[config.mk]
export PLATFORM = sky130hd
export DESIGN_NAME = keyguard_wdt
export DESIGN_NICKNAME = d
export VERILOG_FILES = /design/src/rtl/kgw_pkg.sv /design/src/rtl/kgw_rst_sync.sv /design/src/rtl/kgw_keyseq.sv /design/src/rtl/kgw_lock.sv /design/src/rtl/kgw_count.sv /design/src/rtl/keyguard_wdt.sv
export SDC_FILE = /design/constraint.sdc
export NUM_CORES = 1
export LEC_CHECK = 0
export BUFFER_PORTS_ARGS = -buffer_cell sky130_fd_sc_hd__buf_2
export CORE_ASPECT_RATIO = 0.9
export CORE_MARGIN = 1
export CORE_UTILIZATION = 36
export CTS_CLUSTER_DIAMETER = 100
export DETAILED_ROUTE_END_ITERATION = 8
export SYNTH_ARGS = -nofsm -noshare
export SYNTH_HDL_FRONTEND = slang
export SYNTH_SLANG_ARGS = --single-unit
[constraint.sdc]
create_clock -name clk -period 3.3 [get_ports clk]
set_clock_uncertainty 0.15 [all_clocks]
set_input_delay 0.495 -clock clk [delete_from_list [all_inputs] [get_ports clk]]
set_output_delay 0.495 -clock clk [all_outputs]
set_load 0.05 [all_outputs]
[src/rtl/kgw_pkg.sv]
package kgw_pkg;
  localparam int DATA_W    = 32;
  localparam int OFF_CTRL  = 0;
  localparam int OFF_CNT   = 4;
  localparam int OFF_TOVAL = 8;

  // control word bit positions
  localparam int B_MODE = 13;
  localparam int B_UNL  = 11;
  localparam int B_RCS  = 10;
  localparam int B_EN   = 7;
  localparam int B_UA   = 5;

  // key table: index 0 opens configuration, index 1 restarts the count
  localparam int NKEY        = 2;
  localparam int KEY_UNLOCK  = 0;
  localparam int KEY_REFRESH = 1;
  localparam logic [NKEY-1:0][15:0] KEY_LO = {16'hA602, 16'hC520};
  localparam logic [NKEY-1:0][15:0] KEY_HI = {16'hB480, 16'hD928};
endpackage

[src/rtl/kgw_rst_sync.sv]
module kgw_rst_sync (
  input  logic clk,
  input  logic arst_n,
  output logic srst_n
);
  logic [1:0] sync_q;

  always_ff @(posedge clk or negedge arst_n) begin
    if (!arst_n) sync_q <= 2'b00;
    else         sync_q <= {sync_q[0], 1'b1};
  end

  assign srst_n = sync_q[1];
endmodule

[src/rtl/kgw_keyseq.sv]
module kgw_keyseq
  import kgw_pkg::*;
(
  input  logic              clk,
  input  logic              rst_n,
  input  logic              wr_any,
  input  logic              wr_cnt,
  input  logic [DATA_W-1:0] wdata,
  input  logic              mode32,
  output logic [NKEY-1:0]   hit
);
  for (genvar k = 0; k < NKEY; k++) begin : g_key
    logic pend_q, pend_d, hit32, hit16;

    assign hit32  = wr_cnt && (wdata == {KEY_HI[k], KEY_LO[k]});
    assign hit16  = wr_cnt && pend_q && (wdata[15:0] == KEY_HI[k]);
    assign hit[k] = mode32 ? hit32 : hit16;

    // any bus write re-decides the pending first half
    always_comb begin
      pend_d = pend_q;
      if (wr_any) pend_d = !mode32 && wr_cnt && (wdata[15:0] == KEY_LO[k]);
    end

    always_ff @(posedge clk or negedge rst_n) begin
      if (!rst_n) pend_q <= 1'b0;
      else        pend_q <= pend_d;
    end
  end
endmodule

[src/rtl/kgw_lock.sv]
module kgw_lock
  import kgw_pkg::*;
#(
  parameter int CNT_W      = 32,
  parameter int UNLOCK_WIN = 128,
  parameter int TOUT_MAX   = 128000
) (
  input  logic              clk,
  input  logic              rst_n,
  input  logic              unl_hit,
  input  logic              wr_ctl,
  input  logic              wr_to,
  input  logic [DATA_W-1:0] wdata,
  output logic              unlocked,
  output logic              rcs,
  output logic              mode32,
  output logic              en,
  output logic              ua,
  output logic [CNT_W-1:0]  toval
);
  localparam int WIN_W = (UNLOCK_WIN > 1) ? $clog2(UNLOCK_WIN) : 1;

  logic             unl_q, unl_d, rcs_q, rcs_d, m32_q, m32_d, en_q, en_d, ua_q, ua_d;
  logic [WIN_W-1:0] win_q, win_d;
  logic [CNT_W-1:0] to_q, to_d;

  always_comb begin
    unl_d = unl_q;
    win_d = win_q;
    rcs_d = rcs_q;
    m32_d = m32_q;
    en_d  = en_q;
    ua_d  = ua_q;
    to_d  = to_q;
    if (unl_hit && ua_q) begin
      unl_d = 1'b1;
      win_d = WIN_W'(UNLOCK_WIN - 1);
      rcs_d = 1'b0;
    end else if (unl_q) begin
      if (wr_ctl) begin
        unl_d = 1'b0;
        rcs_d = 1'b1;
      end else if (win_q == '0) begin
        unl_d = 1'b0;
      end else begin
        win_d = win_q - 1'b1;
      end
    end
    if (unl_q && wr_ctl) begin
      m32_d = wdata[B_MODE];
      en_d  = wdata[B_EN];
      ua_d  = wdata[B_UA];
    end
    if (unl_q && wr_to) to_d = wdata[CNT_W-1:0];
  end

  always_ff @(posedge clk or negedge rst_n) begin
    if (!rst_n) begin
      unl_q <= 1'b0;
      win_q <= '0;
      rcs_q <= 1'b0;
      m32_q <= 1'b0;
      en_q  <= 1'b0;
      ua_q  <= 1'b1;
      to_q  <= CNT_W'(TOUT_MAX);
    end else begin
      unl_q <= unl_d;
      win_q <= win_d;
      rcs_q <= rcs_d;
      m32_q <= m32_d;
      en_q  <= en_d;
      ua_q  <= ua_d;
      to_q  <= to_d;
    end
  end

  assign unlocked = unl_q;
  assign rcs      = rcs_q;
  assign mode32   = m32_q;
  assign en       = en_q;
  assign ua       = ua_q;
  assign toval    = to_q;
endmodule

[src/rtl/kgw_count.sv]
module kgw_count #(
  parameter int CNT_W = 32
) (
  input  logic             clk,
  input  logic             rst_n,
  input  logic             en,
  input  logic             tick,
  input  logic             ref_hit,
  input  logic [CNT_W-1:0] toval,
  output logic [CNT_W-1:0] cnt,
  output logic             fired,
  output logic             rst_req
);
  logic [CNT_W-1:0] cnt_q, cnt_d;
  logic             fired_q, fired_d, req_q, req_d;

  always_comb begin
    cnt_d   = cnt_q;
    fired_d = fired_q;
    req_d   = 1'b0;
    if (!fired_q) begin
      if (en && (cnt_q >= toval)) begin
        fired_d = 1'b1;
        req_d   = 1'b1;
      end else if (ref_hit) begin
        cnt_d = '0;
      end else if (en && tick) begin
        cnt_d = cnt_q + 1'b1;
      end
    end
  end

  always_ff @(posedge clk or negedge rst_n) begin
    if (!rst_n) begin
      cnt_q   <= '0;
      fired_q <= 1'b0;
      req_q   <= 1'b0;
    end else begin
      cnt_q   <= cnt_d;
      fired_q <= fired_d;
      req_q   <= req_d;
    end
  end

  assign cnt     = cnt_q;
  assign fired   = fired_q;
  assign rst_req = req_q;
endmodule

[src/rtl/keyguard_wdt.sv]
module keyguard_wdt
  import kgw_pkg::*;
#(
  parameter int ADDR_W     = 4,
  parameter int CNT_W      = 32,
  parameter int UNLOCK_WIN = 128,
  parameter int TOUT_MAX   = 128000
) (
  input  logic              clk,
  input  logic              rst_n,
  input  logic [ADDR_W-1:0] bus_addr,
  input  logic [DATA_W-1:0] bus_wdata,
  input  logic              bus_wr,
  input  logic              bus_rd,
  output logic [DATA_W-1:0] bus_rdata,
  input  logic              tick,
  output logic              wdog_rst_req
);
  logic             srst_n;
  logic             wr_ctl, wr_cnt, wr_to;
  logic [NKEY-1:0]  key_hit;
  logic             unl_hit, ref_hit;
  logic             unlocked, rcs, mode32, en, ua, fired;
  logic [CNT_W-1:0] toval, cnt;
  logic [DATA_W-1:0] ctrl_word;

  kgw_rst_sync u_rst (.clk(clk), .arst_n(rst_n), .srst_n(srst_n));

  assign wr_ctl = bus_wr && (bus_addr == ADDR_W'(OFF_CTRL));
  assign wr_cnt = bus_wr && (bus_addr == ADDR_W'(OFF_CNT));
  assign wr_to  = bus_wr && (bus_addr == ADDR_W'(OFF_TOVAL));

  kgw_keyseq u_key (
    .clk(clk), .rst_n(srst_n), .wr_any(bus_wr), .wr_cnt(wr_cnt),
    .wdata(bus_wdata), .mode32(mode32), .hit(key_hit)
  );

  assign unl_hit = key_hit[KEY_UNLOCK];
  assign ref_hit = key_hit[KEY_REFRESH];

  kgw_lock #(.CNT_W(CNT_W), .UNLOCK_WIN(UNLOCK_WIN), .TOUT_MAX(TOUT_MAX)) u_lock (
    .clk(clk), .rst_n(srst_n), .unl_hit(unl_hit), .wr_ctl(wr_ctl), .wr_to(wr_to),
    .wdata(bus_wdata), .unlocked(unlocked), .rcs(rcs), .mode32(mode32),
    .en(en), .ua(ua), .toval(toval)
  );

  kgw_count #(.CNT_W(CNT_W)) u_cnt (
    .clk(clk), .rst_n(srst_n), .en(en), .tick(tick), .ref_hit(ref_hit),
    .toval(toval), .cnt(cnt), .fired(fired), .rst_req(wdog_rst_req)
  );

  always_comb begin
    ctrl_word         = '0;
    ctrl_word[B_MODE] = mode32;
    ctrl_word[B_UNL]  = unlocked;
    ctrl_word[B_RCS]  = rcs;
    ctrl_word[B_EN]   = en;
    ctrl_word[B_UA]   = ua;
  end

  always_comb begin
    bus_rdata = '0;
    if (bus_rd) begin
      case (bus_addr)
        ADDR_W'(OFF_CTRL):  bus_rdata = ctrl_word;
        ADDR_W'(OFF_CNT):   bus_rdata = DATA_W'(cnt);
        ADDR_W'(OFF_TOVAL): bus_rdata = DATA_W'(toval);
        default:            bus_rdata = '0;
      endcase
    end
  end
endmodule

Word level (Yosys, flattened, before mapping):

Index checks and enable logic that the tools add are counted.

* flip-flop bits (word level): 82
* bits in latches: 0
* bits in writable memories: 0
* bits in read-only memories: 0
* bits of input ports: 41
* output and inout port bits: 33
* word-level logic and storage cells: 74
* memories kept: 0

* add/sub/neg operators: 2
* multiply operators: 0
* divide/modulo/power cells: 0
* order comparisons: 1
* equality and inequality tests: 10
* shift operators: 0
* mux-type cells: 20
* bitwise gates (word level): 2
* reduce and logical (&&, ||, !) cells: 26

Operator list (number)
* 32-bit 2-to-1 mux: 3
* 32-bit case mux with 3 select lines: 1
* 16-bit == test, second input constant: 4
* 32-bit == test, second input constant: 2
* 32-bit by 1-bit adder with 32-bit output, second input constant: 1
* 32-bit >= comparator: 1
* 7-bit 2-to-1 mux: 4
* 1-bit logical AND: 17
* 1-bit 2-to-1 mux: 12
* 7-bit logical NOT: 1
* 7-bit by 1-bit subtractor with 7-bit output, second input constant: 1
* 3-bit AND reduction: 2
* 2-bit nonzero test: 3
* 4-bit by 3-bit == test with 1-bit output, second input constant: 1
* 4-bit == test, second input constant: 1
* 4-bit logical NOT: 1
* 2-bit by 1-bit != test with 1-bit output, second input constant: 1
* 2-bit != test, second input constant: 1
* 1-bit NOT: 2
* 2-bit AND reduction: 1
* 1-bit logical NOT: 1

Logic depth before layout (Yosys ltp):

* word-level depth: 8
* depth in mapped cells: 10
* mapped depth without buffers: 9

Hierarchy:

A second synthesis with hierarchy kept.

* cells, all modules: 586
* area, all modules: 5698.0 um2

By module, submodules not included
* kgw_count: times used 1, cells an instance 342, area an instance 2844.0 um2
* kgw_lock: times used 1, cells an instance 121, area an instance 1795.5 um2
* keyguard_wdt: times used 1, cells an instance 85, area an instance 708.2 um2
* kgw_keyseq: times used 1, cells an instance 35, area an instance 296.5 um2
* kgw_rst_sync: times used 1, cells an instance 3, area an instance 53.8 um2

Worst setup path after synthesis:

No wires, ideal clock.

* path kind: input-to-output
* from: in bus_addr[1]
* to: out bus_rdata[12]
* arrival: 2434 ps
* data required time: 2655 ps
* path slack: 221 ps
* stages on the path: 6
* buffers on the path: 2
* cell sequence: nor3_1 > and2_1 > clkbuf_1 > buf_1 > a22oi_1 > nor2_1

* word-level cells in the longest chain between the ends: 3
* elaborated cells between the ends (all ways): 5
* classes of those cells: 2 x eq/ne; 2 x mux; 1 x reduce/logical

RTL lines
* start: declaration: RTL line keyguard_wdt.sv:11 `input logic [ADDR_W-1:0] bus_addr,`
* 4-bit == test, or another cell as far along: RTL line keyguard_wdt.sv:64 `case (bus_addr)`
* 32-bit case mux with 3 select lines *: RTL line keyguard_wdt.sv:64
* 32-bit 2-to-1 mux *: RTL line keyguard_wdt.sv:63 `if (bus_rd) begin`
* end: declaration: RTL line keyguard_wdt.sv:15 `output logic [DATA_W-1:0] bus_rdata,`

Every way passes the cells marked *; elsewhere a longest branch is shown, timed or not.

Worst setup path after layout:

* from: reg u_lock.to_q[0] (netlist: u_lock.toval[0])
* to: reg u_cnt.cnt_q[23] (netlist: u_cnt.cnt[23])

* word-level cells in the longest chain between the ends: 4

RTL lines
* start: declaration: RTL line kgw_lock.sv:25 `logic [CNT_W-1:0] to_q, to_d;`
* start signal: assignment: RTL line kgw_lock.sv:65 `to_q <= CNT_W'(TOUT_MAX);`
* start signal: assignment: RTL line kgw_lock.sv:73 `to_q <= to_d;`
* 32-bit >= comparator: RTL line kgw_count.sv:22 `if (en && (cnt_q >= toval)) begin`
* 1-bit logical AND: RTL line kgw_count.sv:22
* 1-bit NOT (no line)
* 3-bit AND reduction (no line)
* end signal: assignment: RTL line kgw_count.sv:39 `cnt_q <= cnt_d;`
* end: declaration: RTL line kgw_count.sv:14 `logic [CNT_W-1:0] cnt_q, cnt_d;`

Every way passes these cells.
A chain may end at the register's enable or synchronous reset.

==> run metrics <==
status=finished clean; Wirelength per Cell=18.3 µm; WS Path Type=flop to flop; chip width=129 µm; Synth Instances=604; flop-to-flop setup slack=0.18 ns; Synth cell types=51; first-pass GRT wire length=between 20000 and 30000 µm; largest net degree at the start of global routing=51; Synth Register Bits=82; RSZ-0062 raised after global routing=false; Least-Margin Pin Slew=0.775 ns; Max stage delay on crit path=between 0.5 and 0.6 ns; Area Overhead vs Synth=22.2%; Rows=41; peak supply drop=about 0.36 mV; IO Pins=74; Num CTS Buffers=9; Pleak=0.00286 µW; top_reg_cell synth=dfrtp_1; clk root buf=clkbuf_16; critical path arrival=approximately 3.2 ns; Syn Area/Cell=8.70 µm²; total gr overflow=0; Synth Warn #=0; Slew HR=slightly below 50%; CTS tree=done; Worst Path Buf+Inv=1; Detailed Routing Iterations Pass 1=7; Worst-Skew Late Latency=0.34 ns; Power Dens Cells=roughly 540 nW/µm²; Critical R2R Capture=u_cnt.cnt[23]$_DFFE_PN0P_; Cell Chain, Critical Path=ha_1, nand2b_1, a2111o_1, a311oi_1, a21o_1, a21oi_2, or4_1, buf_12, o41ai_1; Finished Layout Cells=897; clock transition at the registers of the reported paths=about 0.06 ns; Worst path slowest cell=or4_1; number of synthesized flops with an enable pin=0; Min Clock Period, post-route=roughly 3.1 ns; Core Area=around 14000 µm²; CP Data Required Time=3.37 ns; Synthesized Nets=680; Mapped Area=5250 µm²; share of layout cells above drive strength 1=22.6%; starting density of the core=~37%; die area=15100 µm²; Detailed Route WL=16400 µm; PortBufs=73; Crit path max-delay family=compound AO/OA/AOI/OAI gates; DP Wirelength=12200 µm; H-tree levels=3; # resized after CTS=0; total clock sinks=between 80 and 90; post-route clock period utilization=94.6%; Final Max Slew Viols=0; crit end category=flop; GRT Util Overall=23.5%; max capacitance violation total=0; die extent in y=between 100 and 150 µm; DRC=0; Design Power=about 3500 µW; # nets final=~780; worst reg-to-reg path cell count=9; final hold vios=0; initial antenna violation count=0; total number of vias=5131; setup tns final=0 ns; Startpoint Class=flop; Max Fclk=around 320 MHz; vias in the first global route=5075; min-delay worst type=flop to asynchronous set/reset pin; register area share after synthesis=39.2%; GPL Wtd Cong=0.903; dpl cells=880; post-DR vias/cell=around 5.7; DRT antenna net count=0; Initial DRC Count=339; CP Max Fanout=28; diode count=0; Async S/R FF share, synth=100%; clock buffer depth=2; Setup violations, final=0; R2R Path Start=u_lock.toval[0]$_DFFE_PN0P_
==> per-layer routing <==
metal | routed length (µm) | global-route usage, %
met1 | 7290 | 29.8
met3 | 603 | 3.66
met2 | 8050 | 40.0
met4 | 493 | 9.57
met5 | 0 | 0
==> cells in the final DEF, fill, tap and decap left out, types with 21 or more instances in the layout <==
master and count:
a21oi_1 21, a22oi_1 32, buf_2 73, buf_4 44
dfrtp_1 74, ha_1 35, inv_1 42, nand2_1 75
nor2_1 46, o21ai_0 42, o41ai_1 37
==> synth_stat cells, types with 2 or more instances <==
cell | number | area, µm²
a21oi_1 | 22 | 110
a221oi_1 | 3 | 26.3
a22oi_1 | 32 | 240
a31oi_1 | 4 | 25.0
a41oi_1 | 2 | 17.5
and2_0 | 2 | 12.5
and2_1 | 4 | 25.0
and3_1 | 7 | 43.8
and4_1 | 6 | 52.6
buf_1 | 6 | 22.5
buf_2 | 4 | 20.0
clkbuf_1 | 27 | 101
dfrtp_1 | 75 | 1880
dfstp_2 | 7 | 184
ha_1 | 35 | 438
inv_1 | 42 | 158
mux2_2 | 9 | 101
nand2_1 | 75 | 282
nand2b_1 | 3 | 18.8
nand3_1 | 17 | 85.1
nand3b_1 | 2 | 15.0
nand4_1 | 9 | 56.3
nand4b_1 | 2 | 17.5
nor2_1 | 46 | 173
nor2b_1 | 13 | 81.3
nor3_1 | 11 | 55.1
nor4_1 | 8 | 50.1
nor4b_1 | 4 | 35.0
nor4bb_1 | 2 | 20.0
o21ai_0 | 42 | 210
o21ai_1 | 2 | 10.0
o21ba_2 | 2 | 20.0
o22ai_1 | 2 | 12.5
o31ai_1 | 16 | 120
o41ai_1 | 37 | 324
or3_1 | 3 | 18.8
or4_1 | 4 | 30.0
xnor2_1 | 3 | 26.3
xor2_1 | 2 | 17.5
==> state kept, by name, indices dropped and copies added (netlist names), 2 cells and up <==
register,cells
u_cnt.cnt,32
u_key.g_key.pend_q,2
u_rst.sync_q,2
u_lock.toval,32
u_lock.win_q,7
==> worst max-delay path by stage <==
| stage | end | slack (ns) | from | depth (start not counted) |
|---|---|---|---|---|
| 6_report | u_cnt.cnt[23]$_DFFE_PN0P_ | 0.18 | u_lock.toval[0]$_DFFE_PN0P_ | 9 |
| 5_1_grt | u_cnt.cnt[14]$_DFFE_PN0P_ | 0.006 | u_lock.toval[0]$_DFFE_PN0P_ | 9 |
| 4_1_cts | u_cnt.cnt[23]$_DFFE_PN0P_ | 0.20 | u_lock.toval[0]$_DFFE_PN0P_ | 9 |
| 3_5_place_dp | u_cnt.cnt[30]$_DFFE_PN0P_ | 0.14 | bus_wdata[17] | 10 |
| 3_3_place_gp | u_cnt.cnt[0]$_DFFE_PN0P_ | 0.16 | bus_wdata[17] | 9 |
| 2_1_floorplan | bus_rdata[12] | 0.22 | bus_addr[1] | 6 |
==> through the flow <==
| step | instance area, µm² | hold WS, ns | setup slack (ns) | utilization, % |
|---|---|---|---|---|
| 6_report | 6420 | 0.164 | 0.179 | 45.5 |
| 5_1_grt | 6420 | 0.212 | 0.00629 | 45.5 |
| 4_1_cts | 6420 | 0.200 | 0.199 | 45.5 |
| 3_5_place_dp | 6120 | 0.134 | 0.138 | 43.4 |
| 3_3_place_gp | 6120 | 0.132 | 0.162 | 43.4 |
| 2_1_floorplan | 5250 | 0.0494 | 0.221 | - |
==> area by class of cell <==
cell class,count,area [µm²]
Multi-Input combinational cell,443,2900
Timing Repair Buffer,121,766
Clock buffer,11,233
Sequential cell,82,2060
Clock inverter,5,55.1
Fill cell,1390,7690
Inverter,42,158
Tap cell,193,241
==> what timing repair did <==
action                                 4_1_cts  5_1_grt
endpoints found under the hold margin        2        0
hold buffers                                 1        0
buffers inserted                             0        0
==> logic make-up after synthesis <==
group	Yosys count	synth area share [%]
mux	9	1.93
flops	82	39.2
fa+ha+maj	35	8.34
xor+xnor	5	0.834
other cells	1	0.0714
simple gates	219	20.8
compound gates	174	23.0
buf+inv	79	5.74
==> report_power, final <==
group	switching (µW)	internal, µW
Combinational	536	399
Clock	418	585
Sequential	217	1320
Total	1170	2310
Power figures use the tool's default switching activity.
